### config.mk
export PLATFORM = sky130hd
export DESIGN_NAME = flash_tick_div
export DESIGN_NICKNAME = d
export VERILOG_FILES = /design/src/rtl/flash_div_pkg.sv /design/src/rtl/fdiv_ctrl_reg.sv /design/src/rtl/fdiv_prescaler.sv /design/src/rtl/fdiv_counter.sv /design/src/rtl/flash_tick_div.sv
export SDC_FILE = /design/constraint.sdc
export NUM_CORES = 1
export LEC_CHECK = 0
export ABC_AREA = 1
export BUFFER_PORTS_ARGS = -buffer_cell sky130_fd_sc_hd__buf_2
export CORE_MARGIN = 1.5
export CORE_UTILIZATION = 54
export CTS_CLUSTER_DIAMETER = 150
export DETAILED_ROUTE_END_ITERATION = 10
export PLACE_DENSITY = 0.78
export SLEW_MARGIN = 20
export SYNTH_ARGS = -nofsm -noshare
export SYNTH_HDL_FRONTEND = slang
export SYNTH_HIERARCHICAL = 1
export SYNTH_SLANG_ARGS = --single-unit
### constraint.sdc
create_clock -name clk_i -period 2.35 [get_ports clk_i]
set_input_delay 0.47 -clock clk_i [delete_from_list [all_inputs] [get_ports clk_i]]
set_output_delay 0.47 -clock clk_i [all_outputs]
set_load 0.01 [all_outputs]
### src/rtl/flash_div_pkg.sv
package flash_div_pkg;
  localparam int unsigned DIV_W     = 6;
  localparam int unsigned PRE_RATIO = 8;
  localparam int unsigned REG_W     = DIV_W + 2;

  typedef struct packed {
    logic             pre_en;
    logic [DIV_W-1:0] div_val;
  } div_cfg_t;
endpackage

### src/rtl/fdiv_ctrl_reg.sv
module fdiv_ctrl_reg
  import flash_div_pkg::*;
(
  input  logic             clk_i,
  input  logic             rst_ni,
  input  logic             wr_en_i,
  input  logic [REG_W-1:0] wr_data_i,
  output div_cfg_t         cfg_o,
  output logic             loaded_o,
  output logic             locked_o,
  output logic             restart_o
);
  div_cfg_t cfg_q;
  logic     loaded_q, open_q;
  logic     accept;
  div_cfg_t cfg_new;

  assign accept  = wr_en_i && open_q;
  assign cfg_new = div_cfg_t'(wr_data_i[REG_W-2:0]);

  always_ff @(posedge clk_i or negedge rst_ni) begin
    if (!rst_ni) begin
      cfg_q    <= '0;
      loaded_q <= 1'b0;
      open_q   <= 1'b1;
    end else if (accept) begin
      cfg_q    <= cfg_new;
      loaded_q <= 1'b1;
      open_q   <= wr_data_i[REG_W-1];
    end
  end

  assign cfg_o     = cfg_q;
  assign loaded_o  = loaded_q;
  assign locked_o  = !open_q;
  assign restart_o = accept && (cfg_new != cfg_q);
endmodule

### src/rtl/fdiv_prescaler.sv
module fdiv_prescaler #(
  parameter int unsigned RATIO = 8
) (
  input  logic clk_i,
  input  logic rst_ni,
  input  logic clear_i,
  input  logic pre_en_i,
  output logic step_o
);
  localparam int unsigned CW = (RATIO > 1) ? $clog2(RATIO) : 1;
  localparam logic [CW-1:0] LAST = CW'(RATIO - 1);

  logic [CW-1:0] cnt_q;

  always_ff @(posedge clk_i or negedge rst_ni) begin
    if (!rst_ni)                 cnt_q <= '0;
    else if (clear_i || !pre_en_i) cnt_q <= '0;
    else if (cnt_q == LAST)      cnt_q <= '0;
    else                         cnt_q <= cnt_q + 1'b1;
  end

  // bypassed prescaler steps every cycle
  assign step_o = pre_en_i ? (cnt_q == LAST) : 1'b1;
endmodule

### src/rtl/fdiv_counter.sv
module fdiv_counter #(
  parameter int unsigned W = 6
) (
  input  logic         clk_i,
  input  logic         rst_ni,
  input  logic         clear_i,
  input  logic         run_i,
  input  logic         step_i,
  input  logic [W-1:0] limit_i,
  output logic         tick_o
);
  logic [W-1:0] cnt_q;
  logic         at_end;

  assign at_end = (cnt_q == limit_i);

  always_ff @(posedge clk_i or negedge rst_ni) begin
    if (!rst_ni)      cnt_q <= '0;
    else if (clear_i) cnt_q <= '0;
    else if (step_i)  cnt_q <= at_end ? '0 : cnt_q + 1'b1;
  end

  assign tick_o = run_i && step_i && at_end;
endmodule

### src/rtl/flash_tick_div.sv
module flash_tick_div
  import flash_div_pkg::*;
(
  input  logic             clk_i,
  input  logic             rst_ni,
  input  logic             wr_en_i,
  input  logic [REG_W-1:0] wr_data_i,
  output logic [REG_W-1:0] rd_data_o,
  output logic             tick_o,
  output logic             loaded_o
);
  div_cfg_t cfg;
  logic     loaded, locked, restart;
  logic     run, clear, pre_step;

  fdiv_ctrl_reg u_reg (
    .clk_i     (clk_i),
    .rst_ni    (rst_ni),
    .wr_en_i   (wr_en_i),
    .wr_data_i (wr_data_i),
    .cfg_o     (cfg),
    .loaded_o  (loaded),
    .locked_o  (locked),
    .restart_o (restart)
  );

  assign run   = loaded && (cfg.div_val != '0);
  assign clear = restart || !run;

  fdiv_prescaler #(.RATIO(PRE_RATIO)) u_pre (
    .clk_i    (clk_i),
    .rst_ni   (rst_ni),
    .clear_i  (clear),
    .pre_en_i (cfg.pre_en),
    .step_o   (pre_step)
  );

  fdiv_counter #(.W(DIV_W)) u_cnt (
    .clk_i   (clk_i),
    .rst_ni  (rst_ni),
    .clear_i (clear),
    .run_i   (run),
    .step_i  (pre_step),
    .limit_i (cfg.div_val),
    .tick_o  (tick_o)
  );

  assign rd_data_o = {loaded, cfg};
  assign loaded_o  = loaded;
endmodule

# [Word level (Yosys, flattened, before mapping)]
# Index checks and enable logic that the tools add are counted.
[totals] reg_bits=18 input_bits=11 out_inout_bits=10 elab_cells=28
[op_classes] n_addsub=2 eq_ne=3 n_mux=6 n_reduce_logical=11
[op_table] operator="2-to-1 mux 6 bit" n=3
[op_table] operator="!= test 7 bit" n=1
[op_table] operator="adder 6 x 1 -> 6 bit, second input constant" n=1
[op_table] operator="== test 6 bit" n=1
[op_table] operator="2-to-1 mux 3 bit" n=2
[op_table] operator="nonzero test 6 bit" n=1
[op_table] operator="logical AND 1 bit" n=5
[op_table] operator="adder 3 x 1 -> 3 bit, second input constant" n=1
[op_table] operator="== test 3 bit, second input constant" n=1
[op_table] operator="zero test 1 bit" n=2
[op_table] operator="logical OR 1 bit" n=2
[op_table] operator="nonzero test 2 bit" n=1
[op_table] operator="2-to-1 mux 1 bit" n=1

# [Longest topological paths before layout]
[depth] ltp_word=6 mapped_depth=14 depth_no_buf=14

# [By module]
# Netlist, hierarchy kept.
[modules_own_cells] module="fdiv_ctrl_reg" instances=1 cells_per_inst=66 area_each_um2=495.5 seq_area_each_um2=226.5
[modules_own_cells] module="fdiv_counter" instances=1 cells_per_inst=68 area_each_um2=440.4 seq_area_each_um2=150.1
[modules_own_cells] module="fdiv_prescaler" instances=1 cells_per_inst=16 area_each_um2=146.4 seq_area_each_um2=75.1
[modules_own_cells] module="flash_tick_div" instances=1 cells_per_inst=9 area_each_um2=40.0 seq_area_each_um2=0.0

# [Worst setup path after synthesis]
# OpenSTA, ideal clock, no wires.
[synth_path] path_type="input to register" startpoint="in wr_data_i[1]" endpoint="reg u_cnt.cnt_q[5]" setup_time_ns=0.120 arrival_ns=1.601 required_time_ns=2.230 path_slack_ns=0.629 stages=14 n_path_buf=0 path_cell_list="inv_1 nand2_1 nand2_1 nor2_1 nand2_1 nor2_1 nor2_1 inv_1 nand3_1 nor2_1 nor2_2 nand3_2 xor2_1 nor2_2"
[synth_between] elab_chain_cells=4 elab_cells_between_ends=5 cone_classes="eq/ne: 1; mux: 1; reduce/logical: 3"
[synth_lines] item="from (decl)" line_no="flash_tick_div.sv:7" text="input logic [REG_W-1:0] wr_data_i,"
[synth_lines] item="!= test 7 bit *" line_no="fdiv_ctrl_reg.sv:36" text="assign restart_o = accept && (cfg_new != cfg_q);"
[synth_lines] item="logical AND 1 bit *" line_no="fdiv_ctrl_reg.sv:36"
[synth_lines] item="named net restart" line_no="flash_tick_div.sv:13" text="logic loaded, locked, restart;"
[synth_lines] item="logical OR 1 bit *" line_no="flash_tick_div.sv:28" text="assign clear = restart || !run;"
[synth_lines] item="named net clear" line_no="flash_tick_div.sv:14" text="logic run, clear, pre_step;"
[synth_lines] item="2-to-1 mux 6 bit / nonzero test 2 bit (equally long branches)"
[synth_lines] item="to (signal assigned)" line_no="fdiv_counter.sv:20" text="else if (step_i) cnt_q <= at_end ? '0 : cnt_q + 1'b1;"
[synth_lines] item="to (decl)" line_no="fdiv_counter.sv:12" text="logic [W-1:0] cnt_q;"
# The timed path passes the listed nets; every way through them passes the cells marked *.
# A chain may end at the register's enable or synchronous reset.

# [Final worst setup path]
[layout_path] startpoint="reg u_cnt.cnt_q[2]" endpoint="out tick_o"
[layout_between] elab_chain_cells=2
[layout_lines] item="== test 6 bit" line_no="fdiv_counter.sv:15" text="assign at_end = (cnt_q == limit_i);"
[layout_lines] item="logical AND 1 bit" line_no="fdiv_counter.sv:23" text="assign tick_o = run_i && step_i && at_end;"
[layout_lines] item="to (decl)" line_no="flash_tick_div.sv:9" text="output logic tick_o,"
# Every way passes these cells.

==> out/results.ini <==
[cells_and_area]
final_common_cell = nand2_1
drive_above_1_share = 0.220
n_antenna_cell = 0
regArea_um2 = 452
syn2layout_area_growth_pct = 13.6
final_cells = 209
fin_util = 0.650
multi_input_area_um2 = 520
nets = 197
final_cell_mix = nand2_1, inv_1, nor2_1
fillers = 187

[power_and_ir_drop]
power_frac_seq = 0.460
p_clk_frac = 0.152
power_density_nw_per_um2 = 841
p_leak_nw = 0.744
pwr-share-comb = 0.388
p_int_mw = 0.623
swShare = 0.419
worst_ir_drop_vdd_v = 0.000422
switchingPower_mw = 0.449

[grt]
grt_usage = 0.197
grt_pass1_vias = 898
grt_max_degree = 19
grt_pass1_wl_um = 3640
antenna_found_initial = 0
overflow = 0

[sta]
timing.final.crit_share = 0.849
worstMarginPinSlew_ns = 0.408
fin_skew_ns = 0.0115
rsz0062_at_grt = false
finalMaxSlewViolations = 0
fmax_mhz = 501
fin_ws_ns = 0.355
hold_viol_final = 0
period_needed_ns = 2.00
setup_viol_count_final = 0
timing.hold.ws_ns = 0.0816
slew_headroom = 0.728
setup_tns_ns = 0

[synth]
synthCells = 159
synth_edf_count = 0
yosys_warnings = 6
syn-cell-area_um2 = 1120
ys.flop_type = dfrtp_1
seq_area_frac_synth = 0.402
synthArstFlopShare = 1.00
syn_nets = 173
synth_area_per_cell_um2 = 7.06
yosysUniqueCellTypes = 17
ys_seq_elements = 18

[floorplanning]
io_pins = 21
die_w_um = 48.6
num_rows = 16
die_y_um = 48.6
core_um2 = 1960
die_area_um2 = 2360
initial_utilization = 0.572

[cts]
post_cts.repair.setup_buffers = 0
numClockSinks = 18
clkSlewWorstSetupHoldPaths_ns = 0.11
clock_tree.buffer_depth = 2
hold_buffers = 0
cts.repair.resized = 0
cts_buffers = 3
cts_tree = yes
cts_root_buf = clkbuf_4
htreeDepth = 1
insertion_delay_ns = 0.30

[setup_path]
worstSetupStartpointType = flop
r2r-end = u_cnt/cnt_q[4]
r2r_slack_ns = 0.45
critical-path-max-stage-delay_ns = 0.47
ff2ff_path_depth = 14
critPathMaxFanout = 5
end_kind = output pin
cpLargestDelayFamily = simple AND/OR/NAND/NOR gates
crit_chain = inv_1 -> nand2_1 -> nand2_1 -> nor2_1 -> nand3_1 -> nor2_1 -> buf_2
cpMaxStageDelayCell = dfrtp_1
crit_buf_inv = 2
path_class = flop to output pin
crit_required_ns = 1.88
arrival_ns = 1.53
timing.rr.start = u_reg/cfg_o[2]

[detailed_routing]
post_drt_wl_per_cell_um = 10.0
drc_errors = 0
drtIter0Drc = 28
routed_via_density = 4.66
dr_total_vias = 974
wl_um = 2100
dr.pass1.iters = 4
ant_nets = 0

[placed_design]
dp_cells = 205
gp_congestion = 0.867
io_buffers = 20
place_hpwl_um = 1610
dp_slack_ns = 0.331

[hold_path]
hp-class = primary input to asynchronous set/reset pin

[job]
cap_violations = 0

[run_status]
status = finished, final reports clean

-- Yosys cell counts (2+ instances only) --
cell / count / area share
nand2_1: 50 / 0.17
nand4_1: 2 / 0.011
nor2_1: 21 / 0.070
xor2_1: 4 / 0.031
nand2_2: 3 / 0.017
inv_1: 36 / 0.12
nor2_2: 3 / 0.017
a21oi_1: 2 / 0.0089
dfrtp_1: 17 / 0.38
nand3_1: 5 / 0.022
ha_1: 3 / 0.033
buf_4: 2 / 0.013
o21ai_2: 6 / 0.047
nand3_2: 2 / 0.018
-- power groups by stage --
stage          sequential (mW)  clock, mW  combinational, mW
3_5_place_dp             0.501          0              0.412
4_1_cts                  0.494      0.165              0.417
5_1_grt                  0.508      0.177              0.476
2_1_floorplan            0.487          0              0.301
6_report                 0.493      0.163              0.416
3_3_place_gp             0.493          0              0.393
-- cell type report --
cell class | instances | area share
inverters | 36 | 0.106
well taps | 27 | 0.0265
clock buffers | 4 | 0.0206
repair buffers | 21 | 0.0844
multi-input cells | 103 | 0.408
flip-flops and latches | 18 | 0.354
-- state kept, by name, indices dropped and copies added (netlist names) --
register	flops
u_reg/cfg_o	7
u_cnt/cnt_q	6
u_pre/cnt_q	3
u_reg/loaded_o	1
u_reg/open_q	1
-- worst max-delay path by stage --
| stage | to | cells past startpoint | startpoint | slack (ns) |
|---|---|---|---|---|
| floorplan | u_cnt/cnt_q[5] | 14 | wr_data_i[1] | 0.63 |
| global placement | u_cnt/cnt_q[5] | 15 | wr_data_i[1] | 0.41 |
| global route | u_cnt/cnt_q[4] | 14 | u_reg/cfg_o[2] | 0.23 |
| finish | tick_o | 7 | u_cnt/cnt_q[2] | 0.35 |
| CTS | tick_o | 7 | u_cnt/cnt_q[2] | 0.36 |
| detailed placement | u_cnt/cnt_q[4] | 15 | wr_data_i[2] | 0.33 |
-- through the flow --
step / power, mW / cell area, um2
4_1_cts: 1.08 / 1270
2_1_floorplan: 0.787 / 1120
6_report: 1.07 / 1270
3_3_place_gp: 0.886 / 1250
3_5_place_dp: 0.913 / 1250
5_1_grt: 1.16 / 1270
-- cells by family after synthesis --
group	synth area share
fa+ha+maj	0.0334
buf+inv	0.134
simple gates	0.322
mux	0.0134
xor+xnor	0.0390
compound gates	0.0557
flops	0.402
-- routing by layer --
layer / share of wire / track usage / routed length (um)
met5: 0 / 0 / 0
met4: 0.011 / 0.0857 / 23
met3: 0.027 / 0.0278 / 56
met2: 0.49 / 0.340 / 1040
met1: 0.47 / 0.247 / 983
No activity file was read; power rests on OpenSTA's default activity.
